File: config.mk
export PLATFORM = sky130hd
export DESIGN_NAME = strobe_reg_target
export DESIGN_NICKNAME = d
export VERILOG_FILES = /design/src/rtl/srt_pkg.sv /design/src/rtl/srt_cmd_capture.sv /design/src/rtl/srt_regbank.sv /design/src/rtl/srt_tx_shifter.sv /design/src/rtl/strobe_reg_target.sv
export SDC_FILE = /design/constraint.sdc
export NUM_CORES = 1
export LEC_CHECK = 0
export BUFFER_PORTS_ARGS = -buffer_cell sky130_fd_sc_hd__buf_2
export CORE_AREA = 2 2 203 205
export CTS_BUF_LIST = sky130_fd_sc_hd__clkbuf_8
export CTS_CLUSTER_DIAMETER = 150
export DETAILED_ROUTE_END_ITERATION = 10
export DIE_AREA = 0 0 205 207
export GPL_ROUTABILITY_DRIVEN = 0
export PLACE_DENSITY_LB_ADDON = 0.2
export SYNTH_ARGS = -nofsm -noshare
export SYNTH_HDL_FRONTEND = slang
export SYNTH_HIERARCHICAL = 1
export SYNTH_SLANG_ARGS = --single-unit
File: constraint.sdc
create_clock -name ser_clk -period 2.7 [get_ports ser_clk]
set_input_delay 0.27 -clock ser_clk [delete_from_list [all_inputs] [get_ports ser_clk]]
set_output_delay 0.27 -clock ser_clk [all_outputs]
set_load 0.1 [all_outputs]
File: src/rtl/srt_pkg.sv
// Package: address map and decode helpers shared by the serial register target.
// Assumes an 8-bit address field; the addresses are fixed by the bus protocol.
package srt_pkg;
    localparam logic [7:0] ADR_MODE  = 8'h00;
    localparam logic [7:0] ADR_MUX   = 8'h01;
    localparam logic [7:0] ADR_VIDEO = 8'h02;
    localparam logic [7:0] ADR_SW    = 8'h08;
    localparam logic [7:0] ADR_RST   = 8'h80;
    localparam logic [7:0] ADR_VER   = 8'hFF;

    // True for addresses that accept writes.
    function automatic logic is_writable(input logic [7:0] a);
        return (a == ADR_MODE) || (a == ADR_MUX) || (a == ADR_VIDEO) || (a == ADR_RST);
    endfunction
endpackage

File: src/rtl/srt_cmd_capture.sv
// Module: command capture. A free-running shift register collects host bits on
// rising edges while the strobe is high. When the strobe is low, the register is
// held and the direction bit on ser_in qualifies a read or a write decode.
// Assumes: the host keeps the strobe low for exactly one rising edge per command.
module srt_cmd_capture #(
    parameter int DATA_W = 32,
    parameter int ADDR_W = 8
) (
    input  logic              clk,
    input  logic              rst_n,
    input  logic              stb_n,
    input  logic              ser_in,
    output logic              wr_cmd,
    output logic              rd_cmd,
    output logic [ADDR_W-1:0] addr,
    output logic [DATA_W-1:0] wdata
);
    localparam int FRAME_W = DATA_W + ADDR_W;

    logic [FRAME_W-1:0] frame_q;

    // Shift one host bit in per rising edge outside the strobe clock.
    always_ff @(posedge clk) begin
        if (!rst_n) begin
            frame_q <= '0;
        end else if (stb_n) begin
            frame_q <= {frame_q[FRAME_W-2:0], ser_in};
        end
    end

    // Decode direction on the strobe clock; the address is always the newest bits.
    always_comb begin
        wr_cmd = !stb_n && ser_in;
        rd_cmd = !stb_n && !ser_in;
        addr   = frame_q[ADDR_W-1:0];
        wdata  = frame_q[FRAME_W-1:ADDR_W];
    end
endmodule

File: src/rtl/srt_regbank.sv
// Module: register bank. Holds the writable words, samples the switch input
// through two flops, builds the read word for the current address and drives
// the reset request.
// Assumes: wr_cmd is valid only on the strobe clock; the clock is the serial clock.
module srt_regbank
    import srt_pkg::*;
#(
    parameter int          DATA_W     = 32,
    parameter int          ADDR_W     = 8,
    parameter logic [31:0] VERSION    = 32'h0000_0001,
    parameter logic [31:0] MODE_RESET = 32'h0000_0000
) (
    input  logic              clk,
    input  logic              rst_n,
    input  logic              wr_cmd,
    input  logic [ADDR_W-1:0] addr,
    input  logic [DATA_W-1:0] wdata,
    input  logic [DATA_W-1:0] sw_in,
    output logic [DATA_W-1:0] rdata,
    output logic [DATA_W-1:0] mode_o,
    output logic [DATA_W-1:0] mux_o,
    output logic [DATA_W-1:0] video_o,
    output logic              reset_req
);
    localparam logic [DATA_W-1:0] ONE_W = DATA_W'(1);

    logic [DATA_W-1:0] mode_q, mux_q, video_q, rstw_q;
    logic [DATA_W-1:0] sw_meta_q, sw_q;
    logic [7:0]        a8;

    assign a8 = 8'(addr);

    // Update the addressed writable word on a write decode.
    always_ff @(posedge clk) begin
        if (!rst_n) begin
            mode_q  <= DATA_W'(MODE_RESET);
            mux_q   <= '0;
            video_q <= '0;
            rstw_q  <= '0;
        end else if (wr_cmd) begin
            case (a8)
                ADR_MODE:  mode_q  <= wdata;
                ADR_MUX:   mux_q   <= wdata;
                ADR_VIDEO: video_q <= wdata;
                ADR_RST:   rstw_q  <= wdata;
                default:   ;
            endcase
        end
    end

    // Resample the switch input through two flops.
    always_ff @(posedge clk) begin
        if (!rst_n) begin
            sw_meta_q <= '0;
            sw_q      <= '0;
        end else begin
            sw_meta_q <= sw_in;
            sw_q      <= sw_meta_q;
        end
    end

    // Select the read word for the current address; unmapped reads give zero.
    always_comb begin
        case (a8)
            ADR_MODE:  rdata = mode_q;
            ADR_MUX:   rdata = mux_q;
            ADR_VIDEO: rdata = video_q;
            ADR_SW:    rdata = sw_q;
            ADR_RST:   rdata = rstw_q;
            ADR_VER:   rdata = DATA_W'(VERSION);
            default:   rdata = '0;
        endcase
    end

    // Drive configuration outputs and the reset request.
    always_comb begin
        mode_o    = mode_q;
        mux_o     = mux_q;
        video_o   = video_q;
        reset_req = (rstw_q == ONE_W);
    end

    // without a write decode nothing stored may change.
    a_r9_idle_hold: assert property (@(posedge clk) disable iff (!rst_n)
        !wr_cmd |=> $stable({mode_q, mux_q, video_q, rstw_q}));

    // writes to read-only or unmapped addresses leave all words alone.
    a_r4_ro_ignored: assert property (@(posedge clk) disable iff (!rst_n)
        (wr_cmd && !is_writable(a8)) |=> $stable({mode_q, mux_q, video_q, rstw_q}));

    // a mode write lands on the mode output one edge later.
    a_r2_mode_write: assert property (@(posedge clk) disable iff (!rst_n)
        (wr_cmd && a8 == ADR_MODE) |=> (mode_o == $past(wdata)));

    // writing 1 to the reset word raises the request.
    a_r8_req_on: assert property (@(posedge clk) disable iff (!rst_n)
        (wr_cmd && a8 == ADR_RST && wdata == ONE_W) |=> reset_req);

    // writing any other value drops the request.
    a_r8_req_off: assert property (@(posedge clk) disable iff (!rst_n)
        (wr_cmd && a8 == ADR_RST && wdata != ONE_W) |=> !reset_req);
endmodule

File: src/rtl/srt_tx_shifter.sv
// Module: read-data shifter. The read word is captured on the strobe rising
// edge. It is moved into the output shifter on the falling edge of the same
// strobe clock, so bit MSB is valid before the first data rising edge. Each later
// falling edge with the strobe high moves to the next lower bit.
// Assumes: the host raises the strobe only after lowering the clock.
module srt_tx_shifter #(
    parameter int DATA_W = 32
) (
    input  logic              clk,
    input  logic              rst_n,
    input  logic              stb_n,
    input  logic              rd_cmd,
    input  logic [DATA_W-1:0] rdata,
    output logic              ser_out
);
    logic [DATA_W-1:0] ld_word_q;
    logic              ld_tok_q;
    logic              seen_tok_q;
    logic [DATA_W-1:0] out_q;

    // Capture the read word and flag a pending load on a read decode.
    always_ff @(posedge clk) begin
        if (!rst_n) begin
            ld_word_q <= '0;
            ld_tok_q  <= 1'b0;
        end else if (rd_cmd) begin
            ld_word_q <= rdata;
            ld_tok_q  <= !ld_tok_q;
        end
    end

    // Load on the strobe falling edge, then shift one bit per falling edge.
    always_ff @(negedge clk) begin
        if (!rst_n) begin
            out_q      <= '0;
            seen_tok_q <= 1'b0;
        end else if (!stb_n) begin
            if (seen_tok_q != ld_tok_q) begin
                out_q      <= ld_word_q;
                seen_tok_q <= ld_tok_q;
            end
        end else begin
            out_q <= {out_q[DATA_W-2:0], 1'b0};
        end
    end

    assign ser_out = out_q[DATA_W-1];

    // the word captured on a read decode is the one the bank offered.
    a_r3_load_word: assert property (@(posedge clk) disable iff (!rst_n)
        rd_cmd |=> (ld_word_q == $past(rdata)));
endmodule

File: src/rtl/strobe_reg_target.sv
// Module: top of the strobe-terminated serial register target. Connects
// command capture, register bank and read shifter, all on the serial clock.
// Assumes: rst_n is synchronous to ser_clk and is held over clock edges.
module strobe_reg_target #(
    parameter int          DATA_W     = 32,
    parameter int          ADDR_W     = 8,
    parameter logic [31:0] VERSION    = 32'h0000_0001,
    parameter logic [31:0] MODE_RESET = 32'h0000_0000
) (
    input  logic              ser_clk,
    input  logic              rst_n,
    input  logic              stb_n,
    input  logic              ser_in,
    input  logic [DATA_W-1:0] sw_in,
    output logic              ser_out,
    output logic [DATA_W-1:0] mode_cfg,
    output logic [DATA_W-1:0] mux_cfg,
    output logic [DATA_W-1:0] video_cfg,
    output logic              sys_reset_req
);
    logic              wr_cmd, rd_cmd;
    logic [ADDR_W-1:0] addr;
    logic [DATA_W-1:0] wdata, rdata;

    srt_cmd_capture #(.DATA_W(DATA_W), .ADDR_W(ADDR_W)) u_cap (
        .clk(ser_clk), .rst_n(rst_n), .stb_n(stb_n), .ser_in(ser_in),
        .wr_cmd(wr_cmd), .rd_cmd(rd_cmd), .addr(addr), .wdata(wdata)
    );

    srt_regbank #(.DATA_W(DATA_W), .ADDR_W(ADDR_W),
                  .VERSION(VERSION), .MODE_RESET(MODE_RESET)) u_bank (
        .clk(ser_clk), .rst_n(rst_n), .wr_cmd(wr_cmd), .addr(addr),
        .wdata(wdata), .sw_in(sw_in), .rdata(rdata), .mode_o(mode_cfg),
        .mux_o(mux_cfg), .video_o(video_cfg), .reset_req(sys_reset_req)
    );

    srt_tx_shifter #(.DATA_W(DATA_W)) u_tx (
        .clk(ser_clk), .rst_n(rst_n), .stb_n(stb_n), .rd_cmd(rd_cmd),
        .rdata(rdata), .ser_out(ser_out)
    );

    // during reset the read line stays low after a falling edge.
    a_r1_reset_quiet: assert property (@(negedge ser_clk)
        !rst_n |=> !ser_out);
endmodule

# Word-level counts from Yosys, hierarchy flattened
# Cells that the tools add are included.
op_classes:
  n_eq_ne: 7
  muxes: 3
  n_bitwise: 2
  n_reduce_logical: 13
ops:
  columns: ["cell", "n"]
  rows:
  - ["case mux 32 bit (6 select lines)", 1]
  - ["two-way mux 32 bit", 2]
  - ["equality test 32 x 1 -> 1 bit, second input constant", 1]
  - ["equality test 8 bit, second input constant", 2]
  - ["AND reduction 2 bit", 5]
  - ["equality test 8 x 1 -> 1 bit, second input constant", 1]
  - ["equality test 8 x 2 -> 1 bit, second input constant", 1]
  - ["equality test 8 x 4 -> 1 bit, second input constant", 1]
  - ["zero test 8 bit", 1]
  - ["zero test 1 bit", 3]
  - ["logical AND 1 bit", 2]
  - ["inverter 1 bit", 2]
  - ["nonzero test 2 bit", 1]
  - ["OR reduction 2 bit", 1]
  - ["!= test 1 bit", 1]
word_totals:
  reg_bits: 298
  inputBits: 36
  output_inout_bits: 98

# Depth between registers and ports, before layout
# Gate-level depths: netlist (run 1).
logic_depth:
  ltp_word: 3
  depth_mapped: 8
  ltp_nobuf: 5

# Modules after synthesis
# Netlist (run 1), hierarchy kept.
modules_own_cells:
  columns: ["mod", "n_inst", "cells_per_inst", "area_each_um2", "seq_area_each_um2"]
  rows:
  - ["srt_regbank", 1, 771, 7775.0, 3843.7]
  - ["srt_tx_shifter", 1, 287, 2608.8, 1321.3]
  - ["srt_cmd_capture", 1, 131, 1567.8, 800.8]

==> results of run 1 <==
==> layer usage <==
metal / vias to the layer above / routed length [microns]
met5: - / 0
met4: 0 / 840
met3: 65 / 1650
met2: 193 / 16100
met1: 4461 / 17600
li1: 4511 / -
==> area by class of cell <==
cell class	count	area, sq um	area share
inverters	3	11.3	0.000765
multi-input cells	794	5490	0.373
clock buffers	60	826	0.0561
clock inverters	68	363	0.0247
flip-flops and latches	298	5970	0.406
diodes	1	2.50	0.000170
repair buffers	201	1390	0.0942
well taps	532	666	0.0452
==> power groups by stage <==
stage                     combinational, mW  clock [mW]  sequential, mW
after CTS                             0.528        4.58            4.52
after floorplan                       0.348      0.0769            4.60
after detailed placement              0.490      0.0769            4.61
after global placement                0.486      0.0769            4.61
final                                 0.526        4.43            4.52
after global routing                  0.570        4.82            4.52
==> cells in the final DEF, fill, tap and decap left out, types with 2 or more instances in the layout <==
master / Yosys / layout
dfxtp_1: 298 / 296
mux2i_1: 233 / 233
nand2_1: 224 / 224
buf_2: 17 / 130
nor2b_1: 78 / 76
and2_1: 65 / 65
clkbuf_8: 0 / 61
inv_1: 3 / 47
dlygate4sd3_1: 0 / 32
o21ai_0: 31 / 31
a31oi_1: 31 / 31
nor3_1: 29 / 29
buf_4: 4 / 28
a22o_1: 28 / 28
a221o_1: 28 / 28
buf_12: 4 / 9
nand4_1: 9 / 9
nor4_1: 7 / 7
bufinv_8: 0 / 6
inv_2: 0 / 5
clkinv_1: 1 / 4
nor2_1: 5 / 4
a22oi_1: 3 / 3
o221ai_1: 3 / 3
clkinvlp_4: 0 / 2
clkinvlp_2: 0 / 2
clkinv_2: 0 / 2
or3_1: 2 / 2
nor2b_2: 0 / 2
nand3b_1: 2 / 2
nor3_4: 2 / 2
nor4_4: 2 / 2
==> what timing repair did <==
action,in CTS,in global routing
gates resized for setup,3,2
endpoints found under the setup margin,2,9
hold buffers,32,0
buffers inserted,0,0
endpoints found under the hold margin,32,0
==> cell families (layout without fill, tap and decap cells) <==
kind of cell	count (synthesis)	count (layout)	synth area share
buffers and inverters	97	332	0.0433
muxes	234	234	0.196
DFF	298	298	0.499
other	0	1	0
AOI/OAI and AO/OA	127	127	0.0793
xor gates and xnor gates	3	3	0.00283
and+or+nand+nor	430	430	0.179
==> tightest hold or removal path: stages <==
cell and delay, ps:
buf_2 170, mux2i_1 100, nor2b_1 100
==> flip-flops by register name, indices dropped and copies added (netlist names) <==
| signal | count |
|---|---|
| u_tx/out_q | 32 |
| u_bank/sw_meta_q | 32 |
| u_bank/sw_q | 32 |
| u_tx/seen_tok_q | 1 |
| u_tx/ld_tok_q | 1 |
| u_bank/video_o | 32 |
| u_bank/mux_o | 32 |
| u_bank/mode_o | 32 |
| u_cap/frame_q | 40 |
| u_bank/rstw_q | 32 |
| u_tx/ld_word_q | 32 |
==> worst max-delay path by stage <==
stage	startpoint	endpoint	depth (start not counted)
2_1_floorplan	u_tx/out_q[31]$_SDFFE_NN0P_	ser_out	0
3_3_place_gp	u_tx/ld_tok_q$_SDFFE_PN0P_	u_tx/out_q[0]$_SDFFE_NP0P_	3
3_5_place_dp	u_tx/ld_tok_q$_SDFFE_PN0P_	u_tx/out_q[0]$_SDFFE_NP0P_	3
4_1_cts	u_tx/out_q[31]$_SDFFE_NN0P_	ser_out	1
5_1_grt	u_tx/out_q[31]$_SDFFE_NN0P_	ser_out	1
6_report	u_tx/out_q[31]$_SDFFE_NN0P_	ser_out	1
==> results.md, run 1 <==
- # rows: 74
- Detail Route Antenna Nets: 0
- Die Ht: 207 microns
- Initial antenna violation count: 0
- Initial core utilization: 0.296
- RSZ-0062 raised after global routing: true
- Inst Count DP: 1797
- Reg2reg path depth: 3
- CTS tree: done
- Outcome: complete, but fails checks
- DP HPWL: 23.6 mm
- Clock network fraction of design power: 0.467
- Area after DPL: 13200 sq um
- Count leader, synth: dfxtp_1
- Die width: 205 microns
- Hold_ws: 62.5 ps
- CTS sink count: 298
- Worst Path Arrival: 2500 ps
- Slowest CP cell: dfxtp_4
- Largest cells by area after synthesis: dfxtp_1 50%, mux2i_1 20%, nand2_1 7.0%
- Area Growth Syn to Fin: 23.2%
- Cell-by-cell trace of the critical path: buf_12
- Max-slew violation count: 0
- Predominant post-synthesis flop cell: dfxtp_1
- Share of total power in sequential cells: 0.477
- Worst reg-to-reg setup slack: 60 ps
- First-pass GRT wire length: roughly 55 mm
- Maximum vdd drop: 288 uV
- Nets@finish: 1421
- Core ar.: 40400 sq um
- GRT Overall Usage: 0.168
- Maxcap violations: 0
- Top Ports: 134
- Max-slew headroom: 0.329
- Clock Latency Late Sink: 630 ps
- Final setup viols: 1
- Gate power share: 0.056
- Crit start category: flip-flop
- Vias per inst: between 4 and 5
- Vias in the first global route: 9223
- Violated checks: setup timing
- PwrDens: 644 nW/um^2
- WL per Instance: 18.5 microns
- Critical R2R Launch: u_tx/ld_tok_q$_SDFFE_PN0P_
- Leakage power: 6.29 nW
- Worst-path clk slew: roughly 60 ps
- Met3 Use GR: 0.0310
- CP max FO: 2
- Hold-critical path depth: 3
- Tot Pwr: 9.47 mW
- Final hold vios: 0
- Routed vias: 9230
- # DRC: 0
- Commonest cells post-synth: 298 x dfxtp_1, 233 x mux2i_1, 224 x nand2_1, 78 x nor2b_1, 65 x and2_1
- Maximum level of the CTS H-tree: 2
- Setup WS pre-CTS: 101 ps
- Leading area contributor after synthesis: dfxtp_1
- Synthesized flop and latch total: 298
- Setup Skew: 29.2 ps
- Mean Syn Cell Area: 10.1 sq um
- Clock tree buffer depth: 3
- Setup TNS: -66.9 ps
- Hold wc startpoint: ser_in
- Yosys warning total: 6
- Max incr delay on CP: ~360 ps
- Critical Path Sink Type: output pin
- Cells after Synth: around 1200
- HP Class: primary input to flip-flop
- DR pass1 iterations: 5
- Share of cells above drive strength 1: 0.185
- Final instance area: 14700 sq um
- Setup CP Type: flip-flop to output pin
- I/O Buffers: 133
- M2 GR Usage: 0.258
- Starting DRT DRC Count: 666
- Worst Setup Slack, final: -66.9 ps
- GR met1 Demand/Resource: 0.236
- CTS buffer count: 54
- GR peak layer: met2
- Finished Layout Cells: around 2000
- Utilization after layout: 0.365
- Worst Hold Endpoint: u_cap/frame_q[0]$_SDFFE_PN0P_
- Power Internal: approximately 7 mW
- Psw: 2.39 mW
- Post-synthesis cell area: between 10000 and 15000 sq um
- Synth Net Count: 1225
- Switching portion of total power: 0.253
- Synth top area share: 0.499
- Post-synth EDFFs: 0
- Fillers: 4174
- Cell variety after synth: 38
- Req. time, crit path: 2430 ps
- GRT Residual Overflow: 0
- Reg2reg end: u_tx/out_q[0]$_SDFFE_NP0P_
- Async SR Flop Fraction: 0
- Die area: 42400 sq um
- Pin count of the biggest net entering global routing: 115
- CP Buf/Inv Count: 1
- Final wirelength: between 30 and 40 mm
- CTS root buffer: clkbuf_8
- Delay-heaviest family, CP: flip-flops
- Sequential-to-total area share from yosys stat: 0.499
- Worst-Margin Slew: ~1000 ps
Note: power is estimated with default switching activity, not from simulation.
==> run 2, diff against run 1 <==
GPL_TIMING_DRIVEN = 0   (was not set)
==> results.md, run 2 (synthesis gave the netlist of run 1 again) <==
- Outcome: complete, but fails checks
- Violated checks: setup timing
- Largest register FFs: 40
- Req. time, crit path: 2430 ps
- Initial core utilization: 0.296
- Biggest register: u_cap/frame_q
- Starting DRT DRC Count: 567
- Worst Hold Endpoint: u_cap/frame_q[37]$_SDFFE_PN0P_
- Multi-input gate area: 5480 sq um
- Maximum vdd drop: a little under 300 uV
- DR pass1 iterations: 6
- Clock network fraction of design power: 0.477
- Die area: 42400 sq um
- Commonest non-fill, non-tap cells in the layout: 296 x dfxtp_1, 233 x mux2i_1, 224 x nand2_1
- CTS root buffer: clkbuf_8
- Reg2reg path depth: 3
- Area Growth Syn to Fin: 25.0%
- Max incr delay on CP: 340 ps
- Share of cells above drive strength 1: 0.180
- Maximum level of the CTS H-tree: 2
- Switching portion of total power: 0.247
- Worst reg-to-reg setup slack: roughly 70 ps
- CP Buf/Inv Count: 1
- Detail Route Antenna Nets: 0
- First-pass GRT wire length: a little under 60 mm
- Nets@finish: 1477
- Critical path depth: 1
- Critical Path Sink Type: output pin
- Share of total power in sequential cells: 0.466
- Worst-Margin Slew: a little under 900 ps
- Slowest CP cell: dfxtp_2
- # rows: 74
- Hold-critical path depth: 2
- CTS buffer count: 53
- Die width: 205 microns
- GRT Overall Usage: 0.180
- Vias per inst: 4.69
- Pin count of the biggest net entering global routing: 14
- PwrDens: roughly 650 nW/um^2
- Critical R2R Launch: u_tx/ld_tok_q$_SDFFE_PN0P_
- CTS sink count: 298
- Tot Pwr: 9.70 mW
- Top Ports: 134
- I/O Buffers: roughly 130
- Final setup viols: 1
- Crit start category: flip-flop
- Vias in the first global route: 9597
- Reg area: between 5000 and 6000 sq um
- HP Class: primary input to flip-flop
- Fillers: 4259
- Routed vias: 9467
- WL per Instance: 19.1 microns
- Initial antenna violation count: 0
- Hold wc startpoint: rst_n
- GRT Residual Overflow: 0
- Power Internal: ~7.3 mW
- Die Ht: 207 microns
- Clock Latency Late Sink: 600 ps
- Psw: 2.39 mW
- Final hold vios: 0
- Most common cell after layout, fill and taps aside: dfxtp_1
- DP HPWL: 28.7 mm
- Cell-by-cell trace of the critical path: buf_12
- Reg2reg end: u_tx/out_q[0]$_SDFFE_NP0P_
- Core ar.: 40400 sq um
- # DRC: 0
- Worst Path Arrival: approximately 2500 ps
- Maxcap violations: 0
- Final wirelength: 38.5 mm
- Max-slew headroom: 0.409
- Delay-heaviest family, CP: flip-flops
- Worst-path clk slew: about 60 ps
- Setup CP Type: flip-flop to output pin
- CP max FO: 2
- RSZ-0062 raised after global routing: true
- Setup Skew: 17.8 ps
- Worst Setup Slack, final: -38.7 ps
- CTS tree: done
- Max-slew violation count: 0
- Gate power share: 0.057
- Clock tree buffer depth: 3
- Area after DPL: about 13000 sq um
- Final instance area: ~15000 sq um
- Leakage power: 6.36 nW
run 2: cell types whose count changed in the layout (fill, tap and decap cells not counted), moves of 5 or more:
cell	change
clkinv_2	+10
clkbuf_1	+53
inv_2	-5
buf_4	-19
buf_2	+16
clkbuf_8	+13
buf_6	+6
bufinv_8	-6
run 2: area by class of cell:
type | instances | area share
multi-input combinational | 794 | 0.366
sequential | 298 | 0.399
clock inverter | 59 | 0.0178
antenna | 1 | 0.000167
timing repair buffer | 166 | 0.0680
tap | 532 | 0.0445
buffer | 92 | 0.0347
inverter | 3 | 0.000754
clock buffer | 74 | 0.0682
run 2: power groups by stage:
stage,sequential [mW],clock [mW],combinational [mW]
detailed placement,4.61,0.0769,0.509
global route,4.52,5.01,0.597
global placement,4.61,0.0769,0.509
CTS,4.52,4.75,0.554
floorplan,4.60,0.0769,0.348
finish,4.52,4.63,0.552
run 2: stage by stage:
step                 util  cells  hold WS [ps]  setup slack (ps)  setup TNS [ps]
floorplan               -   1189           397               156               0
global placement    0.329   1853           423              -143           -1930
detailed placement  0.329   1853           419              -134           -1890
CTS                 0.370   2018          23.1             -63.3           -63.3
global route        0.370   2018          70.3             -91.2           -91.2
finish              0.370   2019          49.9             -38.7           -38.7
run 2: worst max-delay path by stage:
stage | startpoint | end
2_1_floorplan | u_tx/out_q[31]$_SDFFE_NN0P_ | ser_out
3_3_place_gp | rst_n | u_tx/out_q[3]$_SDFFE_NN0P_
3_5_place_dp | rst_n | u_tx/out_q[3]$_SDFFE_NN0P_
4_1_cts | u_tx/out_q[31]$_SDFFE_NN0P_ | ser_out
5_1_grt | u_tx/out_q[31]$_SDFFE_NN0P_ | ser_out
6_report | u_tx/out_q[31]$_SDFFE_NN0P_ | ser_out
run 2: what timing repair did:
item,4_1_cts,5_1_grt
endpoints found under the hold margin,33,0
pin swaps,1,1
setup endpoints to repair,22,29
gates resized for setup,9,15
buffers inserted,0,1
hold buffers,33,0
run 2: layer usage:
metal / share of wire / global-route usage
met2: 0.47 / 0.292
met5: 0 / 0
met4: 0.015 / 0.0464
met1: 0.47 / 0.247
met3: 0.043 / 0.0275
